==> src/rtl/pa_pkg.sv <==
package pa_pkg;
    localparam int CNT_W  = 16;
    localparam int DATA_W = 16;
    localparam int ADDR_W = 2;

    localparam logic [ADDR_W-1:0] ADDR_CTRL = 2'd0;
    localparam logic [ADDR_W-1:0] ADDR_FLAG = 2'd1;
    localparam logic [ADDR_W-1:0] ADDR_CNT  = 2'd2;

    typedef enum logic [1:0] {
        SEL_PRESC  = 2'b00,
        SEL_ACCCLK = 2'b01,
        SEL_DIV8   = 2'b10,
        SEL_DIV16  = 2'b11
    } clk_sel_e;

    typedef struct packed {
        logic       fast_clr;
        logic [1:0] clk_sel;
        logic       edge_ie;
        logic       ovf_ie;
        logic       edge_sel;
        logic       gated;
        logic       acc_on;
    } pa_ctrl_t;

    typedef struct packed {
        pa_ctrl_t           ctrl;
        logic [CNT_W-1:0]   cnt;
        logic               ovf;
        logic               edg;
    } pa_state_t;
endpackage

==> src/rtl/pa_sync.sv <==
module pa_sync #(
    parameter int STAGES = 2
) (
    input  logic clk,
    input  logic rst_n,
    input  logic pin_i,
    output logic level_o,
    output logic rise_o,
    output logic fall_o
);
    logic [STAGES-1:0] sync_d, sync_q;
    logic              prev_d, prev_q;

    always_comb begin
        sync_d = {sync_q[STAGES-2:0], pin_i};
        prev_d = sync_q[STAGES-1];
    end

    always_ff @(posedge clk or negedge rst_n) begin
        if (!rst_n) begin
            sync_q <= '0;
            prev_q <= 1'b0;
        end else begin
            sync_q <= sync_d;
            prev_q <= prev_d;
        end
    end

    assign level_o = sync_q[STAGES-1];
    assign rise_o  = sync_q[STAGES-1] & ~prev_q;
    assign fall_o  = ~sync_q[STAGES-1] & prev_q;

    // an edge is reported for a single cycle only
    a_r3_rise_single: assert property (@(posedge clk) disable iff (!rst_n)
        rise_o |=> !rise_o);
    a_r2_fall_single: assert property (@(posedge clk) disable iff (!rst_n)
        fall_o |=> !fall_o);
endmodule

==> src/rtl/pa_prescale.sv <==
module pa_prescale #(
    parameter int W     = 16,
    parameter int LOW_W = 8
) (
    input  logic clk,
    input  logic rst_n,
    input  logic tick_i,
    output logic tap_low_o,
    output logic tap_full_o
);
    logic [W-1:0] pre_d, pre_q;

    always_comb begin
        pre_d = pre_q;
        if (tick_i) pre_d = pre_q + 1'b1;
    end

    always_ff @(posedge clk or negedge rst_n) begin
        if (!rst_n) pre_q <= '0;
        else        pre_q <= pre_d;
    end

    assign tap_low_o  = tick_i & (&pre_q[LOW_W-1:0]);
    assign tap_full_o = tick_i & (&pre_q);

    // the low tap cannot fire in two consecutive cycles
    a_r11_tap_low_spaced: assert property (@(posedge clk) disable iff (!rst_n)
        tap_low_o |=> !tap_low_o);
endmodule

==> src/rtl/pa_clkmux.sv <==
module pa_clkmux
    import pa_pkg::*;
(
    input  logic     acc_on_i,
    input  clk_sel_e sel_i,
    input  logic     presc_i,
    input  logic     accclk_i,
    input  logic     tap_low_i,
    input  logic     tap_full_i,
    output logic     stb_o
);
    always_comb begin
        stb_o = presc_i;
        if (acc_on_i) begin
            unique case (sel_i)
                SEL_PRESC:  stb_o = presc_i;
                SEL_ACCCLK: stb_o = accclk_i;
                SEL_DIV8:   stb_o = tap_low_i;
                SEL_DIV16:  stb_o = tap_full_i;
                default:    stb_o = presc_i;
            endcase
        end
    end
endmodule

==> src/rtl/pulse_accum.sv <==
module pulse_accum
    import pa_pkg::*;
(
    input  logic              clk,
    input  logic              rst_n,
    input  logic              pin_i,
    input  logic              div64_stb_i,
    input  logic              timer_on_i,
    input  logic              presc_stb_i,
    input  logic              reg_wr_i,
    input  logic              reg_rd_i,
    input  logic [ADDR_W-1:0] reg_addr_i,
    input  logic [DATA_W-1:0] reg_wdata_i,
    output logic [DATA_W-1:0] reg_rdata_o,
    output logic              irq_o,
    output logic              tmr_clk_stb_o
);
    pa_state_t st_d, st_q;

    logic pin_lvl, pin_rise, pin_fall;
    logic sel_edge, gate_act, acc_clk, edge_hit, cnt_wrap, cnt_access;
    logic tap_low, tap_full;

    pa_sync #(.STAGES(2)) u_sync (
        .clk     (clk),
        .rst_n   (rst_n),
        .pin_i   (pin_i),
        .level_o (pin_lvl),
        .rise_o  (pin_rise),
        .fall_o  (pin_fall)
    );

    always_comb begin
        sel_edge   = st_q.ctrl.edge_sel ? pin_rise : pin_fall;
        gate_act   = st_q.ctrl.edge_sel ? ~pin_lvl : pin_lvl;
        acc_clk    = st_q.ctrl.acc_on &
                     (st_q.ctrl.gated ? (div64_stb_i & timer_on_i & gate_act) : sel_edge);
        edge_hit   = st_q.ctrl.acc_on & sel_edge;
        cnt_wrap   = acc_clk & (&st_q.cnt);
        cnt_access = (reg_wr_i | reg_rd_i) & (reg_addr_i == ADDR_CNT);
    end

    pa_prescale #(.W(CNT_W), .LOW_W(CNT_W/2)) u_pre (
        .clk        (clk),
        .rst_n      (rst_n),
        .tick_i     (acc_clk),
        .tap_low_o  (tap_low),
        .tap_full_o (tap_full)
    );

    pa_clkmux u_mux (
        .acc_on_i   (st_q.ctrl.acc_on),
        .sel_i      (clk_sel_e'(st_q.ctrl.clk_sel)),
        .presc_i    (presc_stb_i),
        .accclk_i   (acc_clk),
        .tap_low_i  (tap_low),
        .tap_full_i (tap_full),
        .stb_o      (tmr_clk_stb_o)
    );

    always_comb begin
        st_d = st_q;
        if (acc_clk) st_d.cnt = st_q.cnt + 1'b1;
        if (reg_wr_i) begin
            unique case (reg_addr_i)
                ADDR_CTRL: st_d.ctrl = pa_ctrl_t'(reg_wdata_i[7:0]);
                ADDR_FLAG: begin
                    if (reg_wdata_i[1]) st_d.ovf = 1'b0;
                    if (reg_wdata_i[0]) st_d.edg = 1'b0;
                end
                ADDR_CNT:  st_d.cnt = reg_wdata_i[CNT_W-1:0];
                default: ;
            endcase
        end
        if (st_q.ctrl.fast_clr && cnt_access) begin
            st_d.ovf = 1'b0;
            st_d.edg = 1'b0;
        end
        if (cnt_wrap) st_d.ovf = 1'b1;
        if (edge_hit) st_d.edg = 1'b1;
    end

    always_ff @(posedge clk or negedge rst_n) begin
        if (!rst_n) st_q <= '0;
        else        st_q <= st_d;
    end

    always_comb begin
        reg_rdata_o = '0;
        unique case (reg_addr_i)
            ADDR_CTRL: reg_rdata_o[7:0] = st_q.ctrl;
            ADDR_FLAG: reg_rdata_o[1:0] = {st_q.ovf, st_q.edg};
            ADDR_CNT:  reg_rdata_o      = st_q.cnt;
            default:   reg_rdata_o      = '0;
        endcase
    end

    assign irq_o = (st_q.ovf & st_q.ctrl.ovf_ie) | (st_q.edg & st_q.ctrl.edge_ie);

    // a wrap of the counter lands on zero with the overflow flag set
    a_r7_wrap_sets_ovf: assert property (@(posedge clk) disable iff (!rst_n)
        (cnt_wrap && !(reg_wr_i && reg_addr_i == ADDR_CNT)) |=> (st_q.cnt == '0 && st_q.ovf));
    // no request without a pending flag
    a_r10_irq_has_source: assert property (@(posedge clk) disable iff (!rst_n)
        irq_o |-> (st_q.ovf || st_q.edg));
    // a write-one to the overflow bit clears it unless a wrap coincides
    a_r8_ovf_w1c: assert property (@(posedge clk) disable iff (!rst_n)
        (reg_wr_i && reg_addr_i == ADDR_FLAG && reg_wdata_i[1] && !cnt_wrap) |=> !st_q.ovf);
    // counter access under fast clear empties both flags
    a_r9_fast_clear: assert property (@(posedge clk) disable iff (!rst_n)
        (cnt_access && st_q.ctrl.fast_clr && !cnt_wrap && !edge_hit) |=> (!st_q.ovf && !st_q.edg));
    // gated mode with the timer stopped holds the counter
    a_r6_idle_timer: assert property (@(posedge clk) disable iff (!rst_n)
        (st_q.ctrl.gated && !timer_on_i && !(reg_wr_i && reg_addr_i == ADDR_CNT)) |=> $stable(st_q.cnt));
    // with the accumulator off the timer sees only the prescaler
    a_r12_presc_only: assert property (@(posedge clk) disable iff (!rst_n)
        !st_q.ctrl.acc_on |-> (tmr_clk_stb_o == presc_stb_i));
endmodule

==> config.mk <==
export PLATFORM = sky130hd
export DESIGN_NAME = pulse_accum
export DESIGN_NICKNAME = d
export VERILOG_FILES = /design/src/rtl/pa_pkg.sv /design/src/rtl/pa_sync.sv /design/src/rtl/pa_prescale.sv /design/src/rtl/pa_clkmux.sv /design/src/rtl/pulse_accum.sv
export SDC_FILE = /design/constraint.sdc
export NUM_CORES = 1
export LEC_CHECK = 0
export ABC_AREA = 1
export CAP_MARGIN = 20
export CELL_PAD_IN_SITES_DETAIL_PLACEMENT = 2
export CELL_PAD_IN_SITES_GLOBAL_PLACEMENT = 2
export CORE_ASPECT_RATIO = 2
export CORE_MARGIN = 1.5
export CORE_UTILIZATION = 33
export CTS_BUF_LIST = sky130_fd_sc_hd__clkbuf_16
export DETAILED_ROUTE_END_ITERATION = 8
export GPL_ROUTABILITY_DRIVEN = 0
export PLACE_DENSITY_LB_ADDON = 0.12
export SYNTH_ARGS = -nofsm -noshare
export SYNTH_HDL_FRONTEND = slang
export SYNTH_SLANG_ARGS = --single-unit
==> constraint.sdc <==
create_clock -name clk -period 2.9 [get_ports clk]
set_input_delay 0.58 -clock clk [delete_from_list [all_inputs] [get_ports clk]]
set_output_delay 0.58 -clock clk [all_outputs]
set_load 0.005 [all_outputs]
Word-level counts from Yosys, hierarchy flattened
Cells that the tools add are included.
{ "op_classes": {"reduce_logical": 15, "eq_ne": 5, "mux": 17, "add_sub_neg": 2, "n_bitwise": 16} }
{ "op_table": {"columns": ["cell", "n"], "rows": [
  ["$add 16x1->16 const B", 2],
  ["$mux 16", 2],
  ["$reduce_and 16->1", 2],
  ["$mux 18", 1],
  ["$reduce_bool 3->1", 6],
  ["$and 1x1->1", 12],
  ["$pmux 6 s2", 1],
  ["$mux 1", 8],
  ["$mux 8", 1],
  ["$reduce_and 8->1", 1],
  ["$eq 2x2->1 const B", 3],
  ["$pmux 2 s3", 1],
  ["$reduce_and 3->1", 2],
  ["$eq 2x1->1 const B", 2],
  ["$logic_not 2->1", 2],
  ["$mux 2", 2],
  ["$pmux 1 s4", 1],
  ["$not 1->1", 2],
  ["$or 1x1->1", 2],
  ["$reduce_and 2->1", 1],
  ["$logic_and 1x1->1", 1]
]} }
{ "word_totals": {"output_inout_bits": 18, "reg_bits": 45, "inputBits": 26} }

Depth between registers and ports, before layout
Gate-level depths: netlist of run 1.
{ "depth": {"depth_word": 10, "depth_mapped": 11} }

Hierarchy
Synthesis of run 1 repeated with hierarchy kept, for this count alone.
{ "hier_totals": {"cells_unflattened": 388, "hier_area_um2": 2842.7} }
{ "modules_own_cells": {"columns": ["module", "n_inst", "cells_each", "area_per_inst_um2"], "rows": [
  ["pulse_accum", 1, 277, 1884.3],
  ["pa_prescale", 1, 93, 820.8],
  ["pa_sync", 1, 7, 90.1],
  ["pa_clkmux", 1, 11, 47.5]
]} }

Least setup slack after synthesis of run 1
No wires, ideal clock.
{ "synth_timing": {"path_type": "register to output", "startpoint": "register u_pre.pre_q[0]", "endpoint": "output tmr_clk_stb_o", "path_buffers": 0, "path_slack_ns": 1.050, "arrival_ns": 1.270, "stages_incl_launch_ff": 8, "path_cell_list": "dfrtp_1 ha_1 nand3_1 nor2_1 inv_1 nor2_1 a21oi_1 o21ai_0"} }
{ "synth_via": {"elab_chain_len": 4, "elab_cells_between_ends": 6, "cone_classes": "mux (2); bitwise (2); reduce/logical (2)"} }
{ "synth_lines": {"columns": ["element", "line_no", "rtl"], "rows": [
  ["from (decl)", "pa_prescale.sv:11", "logic [W-1:0] pre_d, pre_q;"],
  ["from (signal assigned)", "pa_prescale.sv:20", "else pre_q <= pre_d;"],
  ["$reduce_and 16->1 or $reduce_and 8->1 (tied branches)", "pa_prescale.sv:24, pa_prescale.sv:23", null],
  ["$and 1x1->1, on equally long branches", "pa_prescale.sv:24, pa_prescale.sv:23", null],
  ["$pmux 1 s4 *", "pa_clkmux.sv:15", "unique case (sel_i)"],
  ["$mux 1 *", "pa_clkmux.sv:14", "if (acc_on_i) begin"],
  ["to (decl)", "pulse_accum.sv:16", "output logic tmr_clk_stb_o"]
]} }
Every way passes the cells marked *; elsewhere a longest branch is shown, timed or not.

Final worst setup path of run 1
{ "layout_timing": {"startpoint": "input reg_addr_i[0]", "endpoint": "output reg_rdata_o[4]"} }
{ "layout_via": {"elab_chain_len": 2, "elab_cells_between_ends": 3, "cone_classes": "eq/ne (1); mux (1); reduce/logical (1)"} }
{ "layout_lines": {"columns": ["element", "line_no", "rtl"], "rows": [
  ["from (decl)", "pulse_accum.sv:12", "input logic [ADDR_W-1:0] reg_addr_i,"],
  ["$eq 2x2->1 or $logic_not 2->1 (tied branches)", "pulse_accum.sv:90", "unique case (reg_addr_i)"],
  ["$pmux 6 s2 *", "pulse_accum.sv:90", null],
  ["to (decl)", "pulse_accum.sv:14", "output logic [DATA_W-1:0] reg_rdata_o,"]
]} }
Marked as above.

==> impl_metrics.json, run 1 <==
{
  "grt_pass1_wl_um": 15600,
  "die_x_um": 68.6,
  "die_h_um": 134,
  "cts_tree": "built",
  "coreArea_um2": 8290,
  "maxSlewViolCount": 0,
  "dp.cells": 538,
  "critPathRequiredTime_ns": 2.32,
  "fin_hold_ws_ns": 0.217,
  "synthArstFlopShare": 1.00,
  "critPathMostFrequentCell": "clkdlybuf4s50_1",
  "yosys_warnings": 0,
  "cts_max_level": 2,
  "synthTopCellsByArea": "dfrtp_1 (40%), nand2_1 (17%), inv_1 (7.7%)",
  "cp_top_family": "buffers and inverters",
  "antenna_found_initial": 0,
  "cp_cell_sequence": "clkdlybuf4s50_1 -> nor2_1 -> inv_1 -> o22ai_1 -> clkdlybuf4s50_1",
  "path_clk_slew_ns": 0.06,
  "globalRouteOverflowTotal": 0,
  "fill_cells": 998,
  "tns_ns": 0,
  "synthMuxAreaShare": 0,
  "vdd_drop_max_mv": 0.313,
  "route.vias.total": 2777,
  "grt_max_degree": 32,
  "multi_input_area_um2": 1420,
  "p_leak_nw": 1.75,
  "initial_core_util": 0.343,
  "setup_slack_ns": 0.104,
  "first_pass_iters": 4,
  "synthFlopType": "dfrtp_1",
  "ant_nets": 0,
  "placementRows": 47,
  "path_class": "in2out",
  "diodes": 0,
  "syn-mean-instance-area_um2": 7.09,
  "ys_seq_area_frac": 0.396,
  "first_global_vias": 3168,
  "status": "completed",
  "synth_top_family_by_area": "simple AND/OR/NAND/NOR gates",
  "synthesis.nets": 429,
  "power_density_nw_per_um2": 690,
  "start_kind": "primary input",
  "drt_wl_total_um": 9540,
  "synth_top_area_share": 0.396,
  "regArea_um2": 1130,
  "crit_buf_inv": 3,
  "synth_xor_area_frac": 0.0616,
  "max_slew_margin": 0.659,
  "clock_sinks": 45,
  "setup_violations": 0,
  "worstMarginPinSlew_ns": 0.510,
  "syn_area_um2": 2840,
  "drt-initial-drc-count": 83,
  "drc": 0,
  "synthAdderAreaFrac": 0.00880,
  "placed_area_um2": 3370,
  "drv_cap": 0,
  "synth-seq-cells": 45,
  "max_stage_delay_ns": 0.54,
  "finalCritPeriodShare": 0.964,
  "hold_path_class": "in2async",
  "synth_edf_count": 0,
  "crit_path_start": "reg_addr_i[0]",
  "crit_arrival_ns": 2.22,
  "ios": 44,
  "final_cells": 547,
  "fmax_mhz": 358,
  "viasPerCell": 5.08,
  "synthCells": 401,
  "yosysTopAreaCell": "dfrtp_1",
  "clk-insertion-delay-late_ns": 0.29,
  "rr_startpoint": "st_q[20]",
  "final_util": 0.429,
  "cts_buffers": 5,
  "end_kind": "output port",
  "clockRootBuffer": "clkbuf_16",
  "crit_path_max_fanout": 7,
  "cp_slowest_cell": "clkdlybuf4s50_1",
  "clk_path_buf_depth": 2,
  "syn_to_final_growth_pct": 25.2,
  "drive_gt1_frac": 0.0935,
  "finalHoldViolCount": 0,
  "power_mw": 2.46,
  "grtUsageTotal": 0.228,
  "hpwl_um": 7330,
  "place_ws_ns": 0.0944,
  "wl_per_cell_um": 17.4,
  "finClkSkew_ns": 0.00531,
  "synth-compound-area-share": 0.0704,
  "port_buffers": 43,
  "postLayoutCellArea_um2": 3560,
  "rsz0062_at_grt": "no",
  "fin_nets": 476,
  "fin_crit_ns": 2.80,
  "synth_most_common_cell": "nand2_1",
  "synth_common_cells": "nand2_1 (127), inv_1 (58), dfrtp_1 (45)",
  "synth_simple_gate_area_frac": 0.352,
  "yosysUniqueCellTypes": 34,
  "die_area_um2": 9220
}
[report_power, final]
group / total, mW / switching (mW) / internal, mW / leakage, nW
Sequential: 0.964 / 0.186 / 0.778 / 0.544
Clock: 0.667 / 0.263 / 0.404 / 0.0775
Combinational: 0.824 / 0.488 / 0.336 / 1.13
Total: 2.46 / 0.937 / 1.52 / 1.75
[kinds of logic (layout without fill, tap and decap cells)]
kind of cell | after synthesis | count (layout)
AOI/OAI and AO/OA | 33 | 33
xor gates and xnor gates | 20 | 20
adders and majority gates | 2 | 2
buffers and inverters | 72 | 120
DFF | 45 | 45
and+or+nand+nor | 229 | 229
[routing by layer]
layer / up-vias / track usage / part of all wire
met5: - / 0 / 0
met4: 0 / 0.0700 / 0.016
met3: 9 / 0.0260 / 0.012
met2: 32 / 0.449 / 0.60
met1: 1400 / 0.232 / 0.37
li1: 1336 / - / -
[registers in the layout, indices dropped and copies added, names as in the netlist]
register / flops
st_q: 26
u_pre.pre_q: 16
u_sync.prev_q: 1
u_sync.sync_q: 2
[path summary, 6_finish.rpt]
path / end / slack [ns] / cells after the start
hold / removal: u_sync.prev_q / 0.22 / 1
setup reg to reg: st_q[16] / 1.17 / 11
min in group clk: u_sync.sync_q[1] / 0.35 / 0
max in group asynchronous: st_q[15] / 1.92 / 2
setup / recovery: reg_rdata_o[4] / 0.10 / 5
hold reg to reg: u_sync.sync_q[1] / 0.35 / 0
[cell type report]
cell class	instances	area share
sequential	45	0.316
inverter	62	0.0654
timing repair buffer	50	0.138
multi-input combinational	284	0.399
clock inverter	3	0.0116
tap	98	0.0344
clock buffer	5	0.0351
[repair_timing]
action	CTS	global route
resized for setup	1	6
hold buffers	0	0
buffers inserted	0	1
gates cloned	0	0
setup endpoints to repair	1	1
pin swaps	0	1
[placed cells by master (no fill, tap or decap), types with 7 or more instances in the layout]
cell             instances
inv_1                   58
nand2_1                126
nand3_1                 28
nor3_1                  10
clkdlybuf4s50_1         42
nor2_1                  35
o21ai_0                 16
xor2_1                  16
dfrtp_1                 45
nand4_1                  7
(Power assumes the default switching activity.)
==> run 2, diff against run 1 <==
Settings changed: CORE_ASPECT_RATIO 2 to 1.75.
==> run 2 against run 1 <==
Final cell count is 2.4% higher. Via count is 0.36% higher. Global-route usage is 1.3 points lower. Utilization is 0.40 points lower. Hold slack worse by 0.077 ns. Critical endpoint is now reg_rdata_o[7]. Largest cell class unchanged. Largest power group unchanged.
==> impl_metrics.json, run 2 (synthesis results as in run 1) <==
{
  "wl_per_cell_um": 16.5,
  "hpwl_um": 7190,
  "die_x_um": 73.2,
  "die_area_um2": 9210,
  "path_clk_slew_ns": 0.07,
  "critPathRequiredTime_ns": 2.32,
  "route.vias.total": 2787,
  "clk-insertion-delay-late_ns": 0.29,
  "grt_pass1_wl_um": 15100,
  "crit_path_max_fanout": 7,
  "cp_slowest_cell": "clkdlybuf4s50_1",
  "cts_tree": "built",
  "max_slew_margin": 0.623,
  "fin_nets": 472,
  "drt_wl_total_um": 9260,
  "regArea_um2": 1130,
  "top_register": "st_q",
  "finalCritPeriodShare": 0.963,
  "final_cells": 560,
  "multi_input_area_um2": 1420,
  "place_ws_ns": 0.0862,
  "drive_gt1_frac": 0.0831,
  "drv_cap": 0,
  "max_stage_delay_ns": 0.53,
  "cts_buffers": 5,
  "ant_nets": 0,
  "holdBufCountCts": 0,
  "finClkSkew_ns": 0.00458,
  "grt_max_degree": 37,
  "globalRouteOverflowTotal": 0,
  "crit_arrival_ns": 2.21,
  "antenna_found_initial": 0,
  "syn_to_final_growth_pct": 24.3,
  "fin_crit_ns": 2.79,
  "final_common_cell": "nand2_1",
  "mostFrequentLayoutCells": "nand2_1 (127), inv_1 (58), dfrtp_1 (45)",
  "clk_path_buf_depth": 2,
  "viasPerCell": 4.98,
  "clock_sinks": 45,
  "vdd_drop_max_mv": 0.258,
  "fill_cells": 1017,
  "path_class": "in2out",
  "dp.cells": 552,
  "placementRows": 44,
  "clockRootBuffer": "clkbuf_16",
  "fin_hold_ws_ns": 0.140,
  "critPathMostFrequentCell": "clkdlybuf4s50_1",
  "power_density_nw_per_um2": 690,
  "cts_max_level": 2,
  "initial_core_util": 0.342,
  "die_h_um": 126,
  "setup_violations": 0,
  "tns_ns": 0,
  "hold_path_class": "in2async",
  "drt-initial-drc-count": 77,
  "crit_buf_inv": 3,
  "port_buffers": 43,
  "cp_top_family": "buffers and inverters",
  "finalHoldViolCount": 0,
  "diodes": 0,
  "ios": 44,
  "first_pass_iters": 4,
  "maxSlewViolCount": 0,
  "drc": 0,
  "end_kind": "output port",
  "fmax_mhz": 358,
  "p_leak_nw": 1.73,
  "worstMarginPinSlew_ns": 0.563,
  "first_global_vias": 3069,
  "start_kind": "primary input",
  "cp_cell_sequence": "clkdlybuf4s50_1 -> nor2_1 -> inv_1 -> o22ai_1 -> clkdlybuf4s50_1",
  "rsz0062_at_grt": "no",
  "largest_reg_flops": 26,
  "largestRegisters": "st_q x26, u_pre.pre_q x16, u_sync.sync_q x2",
  "cts_setup_buffers": 0,
  "setup_slack_ns": 0.106,
  "status": "completed",
  "coreArea_um2": 8310,
  "grtUsageTotal": 0.215
}
==> run 2: changes by cell type in the layout (fill, tap and decap cells not counted), sizes merged <==
cell / previous run / this run
buf: 8 / 4
==> run 2: what timing repair did <==
action                                  in CTS  in global routing
endpoints found under the setup margin       1                  1
endpoints found under the hold margin        0                  0
resized for setup                            1                  4
==> run 2: cell type report <==
| cell class | instances | area share |
|---|---|---|
| clock inverter | 3 | 0.0117 |
| inverter | 62 | 0.0658 |
| multi-input combinational | 284 | 0.401 |
| tap | 115 | 0.0407 |
| sequential | 45 | 0.318 |
| clock buffer | 5 | 0.0354 |
| timing repair buffer | 46 | 0.127 |
==> run 2: final timing paths <==
path	start	endpoint	slack (ns)	cells past startpoint
max reg2reg	st_q[3]	st_q[16]	1.07	10
max	reg_addr_i[0]	reg_rdata_o[7]	0.11	5
min reg2reg	u_sync.sync_q[0]	u_sync.sync_q[1]	0.36	0
max in group asynchronous	rst_n	u_pre.pre_q[1]	1.99	2
min	rst_n	st_q[9]	0.14	1
min in group clk	u_sync.sync_q[0]	u_sync.sync_q[1]	0.36	0
==> run 2: stage by stage <==
step | total power, mW | utilization | cell area [um^2]
6_report | 2.44 | 0.425 | 3540
5_1_grt | 2.62 | 0.425 | 3540
4_1_cts | 2.47 | 0.424 | 3520
3_5_place_dp | 1.79 | 0.403 | 3350
3_3_place_gp | 1.74 | 0.403 | 3350
2_1_floorplan | 1.46 | - | 2840
==> run 2: report_power, final <==
group          switching (mW)  internal, mW
logic                   0.477         0.327
clock network           0.259         0.404
registers               0.194         0.778
total                   0.930          1.51
==> run 2: metal layers <==
metal  track usage  vias up  part of all wire
met5             0        -                 0
met3        0.0264        9             0.022
met2         0.447       37              0.61
met1         0.206     1414              0.35
met4        0.0577        0             0.016
li1              -     1327                 -
==> run 2: worst reg2reg max path, delay by kind of cell, from the launching register on <==
kind                     cells  cell delay [ns]
AND/OR/NAND/NOR              8             0.95
buffers and inverters        1             0.04
flip-flops                   1             0.45
adder cells (fa/ha/maj)      1             0.30
==> run 3, diff against run 2 <==
Settings changed: REMOVE_ABC_BUFFERS set to 1.
Clock period 2.9 ns to 3.25 ns, I/O delays scaled along.
==> run 3 against run 2 <==
Critical path depth unchanged. Die area did not move. Register-to-register slack better by 0.32 ns. Sequential share of layout area up 0.40 points. Global-route usage is 1.6 points higher. First-iteration DRC count grew 22%. Clock-buffer cell count stayed put. Clock power is 26% lower. Sequential power decreased by 11%. Largest cell class unchanged. Highest routed layer unchanged.
==> impl_metrics.json, run 3 (synthesis results as in run 1) <==
{
  "placementRows": 44,
  "tns_ns": 0,
  "ant_nets": 0,
  "status": "completed",
  "first_pass_iters": 4,
  "fin_crit_ns": 3.04,
  "cts_max_level": 2,
  "mostFrequentLayoutCells": "nand2_1 (127), inv_1 (59), dfrtp_1 (45)",
  "clock_sinks": 45,
  "vdd_drop_max_mv": 0.234,
  "holdBufCountCts": 0,
  "p_leak_nw": 1.72,
  "first_global_vias": 3188,
  "clockRootBuffer": "clkbuf_16",
  "dp.cells": 551,
  "final_cells": 558,
  "rr_worst_depth": 9,
  "setup_slack_ns": 0.213,
  "power_density_nw_per_um2": 594,
  "drv_cap": 0,
  "path_clk_slew_ns": 0.06,
  "final_common_cell": "nand2_1",
  "wl_per_cell_um": 17.2,
  "clk-insertion-delay-late_ns": 0.29,
  "fin_nets": 471,
  "viasPerCell": 4.98,
  "largest_reg_flops": 26,
  "die_h_um": 126,
  "cts_buffers": 5,
  "hold_path_class": "in2async",
  "drt_wl_total_um": 9580,
  "die_x_um": 73.2,
  "worstMarginPinSlew_ns": 0.547,
  "coreArea_um2": 8310,
  "crit_path_start": "reg_addr_i[0]",
  "top_register": "st_q",
  "fin_hold_ws_ns": 0.321,
  "largestRegisters": "st_q x26, u_pre.pre_q x16, u_sync.sync_q x2",
  "die_area_um2": 9210,
  "diodes": 0,
  "post_cts_resize_count": 0,
  "port_buffers": 43,
  "path_class": "in2out",
  "initial_core_util": 0.342,
  "maxSlewViolCount": 0,
  "rsz0062_at_grt": "no",
  "finClkSkew_ns": 0.00582,
  "drive_gt1_frac": 0.0700,
  "cp-endpoint": "reg_rdata_o[5]",
  "fmax_mhz": 329,
  "route.vias.total": 2780,
  "drc": 0,
  "antenna_found_initial": 0,
  "finalHoldViolCount": 0,
  "end_kind": "output port",
  "place_ws_ns": 0.199,
  "drt-initial-drc-count": 94,
  "start_kind": "primary input",
  "ios": 44,
  "cts_tree": "built",
  "rr_startpoint": "st_q[20]",
  "fill_cells": 1042,
  "grt_max_degree": 32,
  "grt_pass1_wl_um": 15900,
  "crit_arrival_ns": 2.39,
  "reg2reg_to": "u_pre.pre_q[8]",
  "cts_setup_buffers": 0,
  "clk_path_buf_depth": 2,
  "syn_to_final_growth_pct": 22.8,
  "setup_violations": 0,
  "finalCritPeriodShare": 0.934,
  "critPathRequiredTime_ns": 2.60,
  "crit_path_max_fanout": 7,
  "globalRouteOverflowTotal": 0,
  "max_slew_margin": 0.634,
  "hpwl_um": 7490,
  "grtUsageTotal": 0.232,
  "reg2reg_slack_ns": 1.39
}
[run 3: per-stage QoR]
| step | total power [mW] | util | area [um^2] |
|---|---|---|---|
| 2_1_floorplan | 1.28 | - | 2760 |
| 3_3_place_gp | 1.55 | 0.401 | 3340 |
| 3_5_place_dp | 1.60 | 0.404 | 3360 |
| 4_1_cts | 2.11 | 0.420 | 3490 |
| 5_1_grt | 2.24 | 0.420 | 3490 |
| 6_report | 2.08 | 0.420 | 3490 |
[run 3: cell type report]
type                       instances  area (um^2)  area share
clock buffer                       5          125      0.0358
clock inverter                     2         7.51     0.00215
inverter                          62          233      0.0666
multi-input combinational        284         1400       0.402
sequential                        45         1130       0.322
tap                              115          144      0.0412
timing repair buffer              45          453       0.130
[run 3: worst min-delay path by stage]
stage | slack (ns) | endpoint | from
floorplan | 0.33 | u_sync.sync_q[1] | u_sync.sync_q[0]
global placement | 0.34 | u_sync.sync_q[1] | u_sync.sync_q[0]
detailed placement | 0.34 | u_sync.sync_q[1] | u_sync.sync_q[0]
CTS | 0.33 | st_q[4] | rst_n
global route | 0.35 | st_q[11] | rst_n
finish | 0.32 | st_q[12] | rst_n
[run 3: power by group]
part / switching, mW / internal [mW]
Sequential: 0.166 / 0.695
Combinational: 0.433 / 0.290
Clock: 0.215 / 0.276
Total: 0.815 / 1.26
[run 3: per-layer routing]
metal,vias to the layer above,routed length [um],global-route usage
met5,-,0,0
met4,0,266,0.0888
met3,18,195,0.0312
met2,42,5860,0.471
met1,1390,3260,0.217
li1,1330,-,-
[run 3: critical path, stage by stage]
cell	delay (ns)
clkdlybuf4s50_1	0.48
nor2_1	0.24
inv_1	0.20
o21ai_0	0.25
clkdlybuf4s50_1	0.56
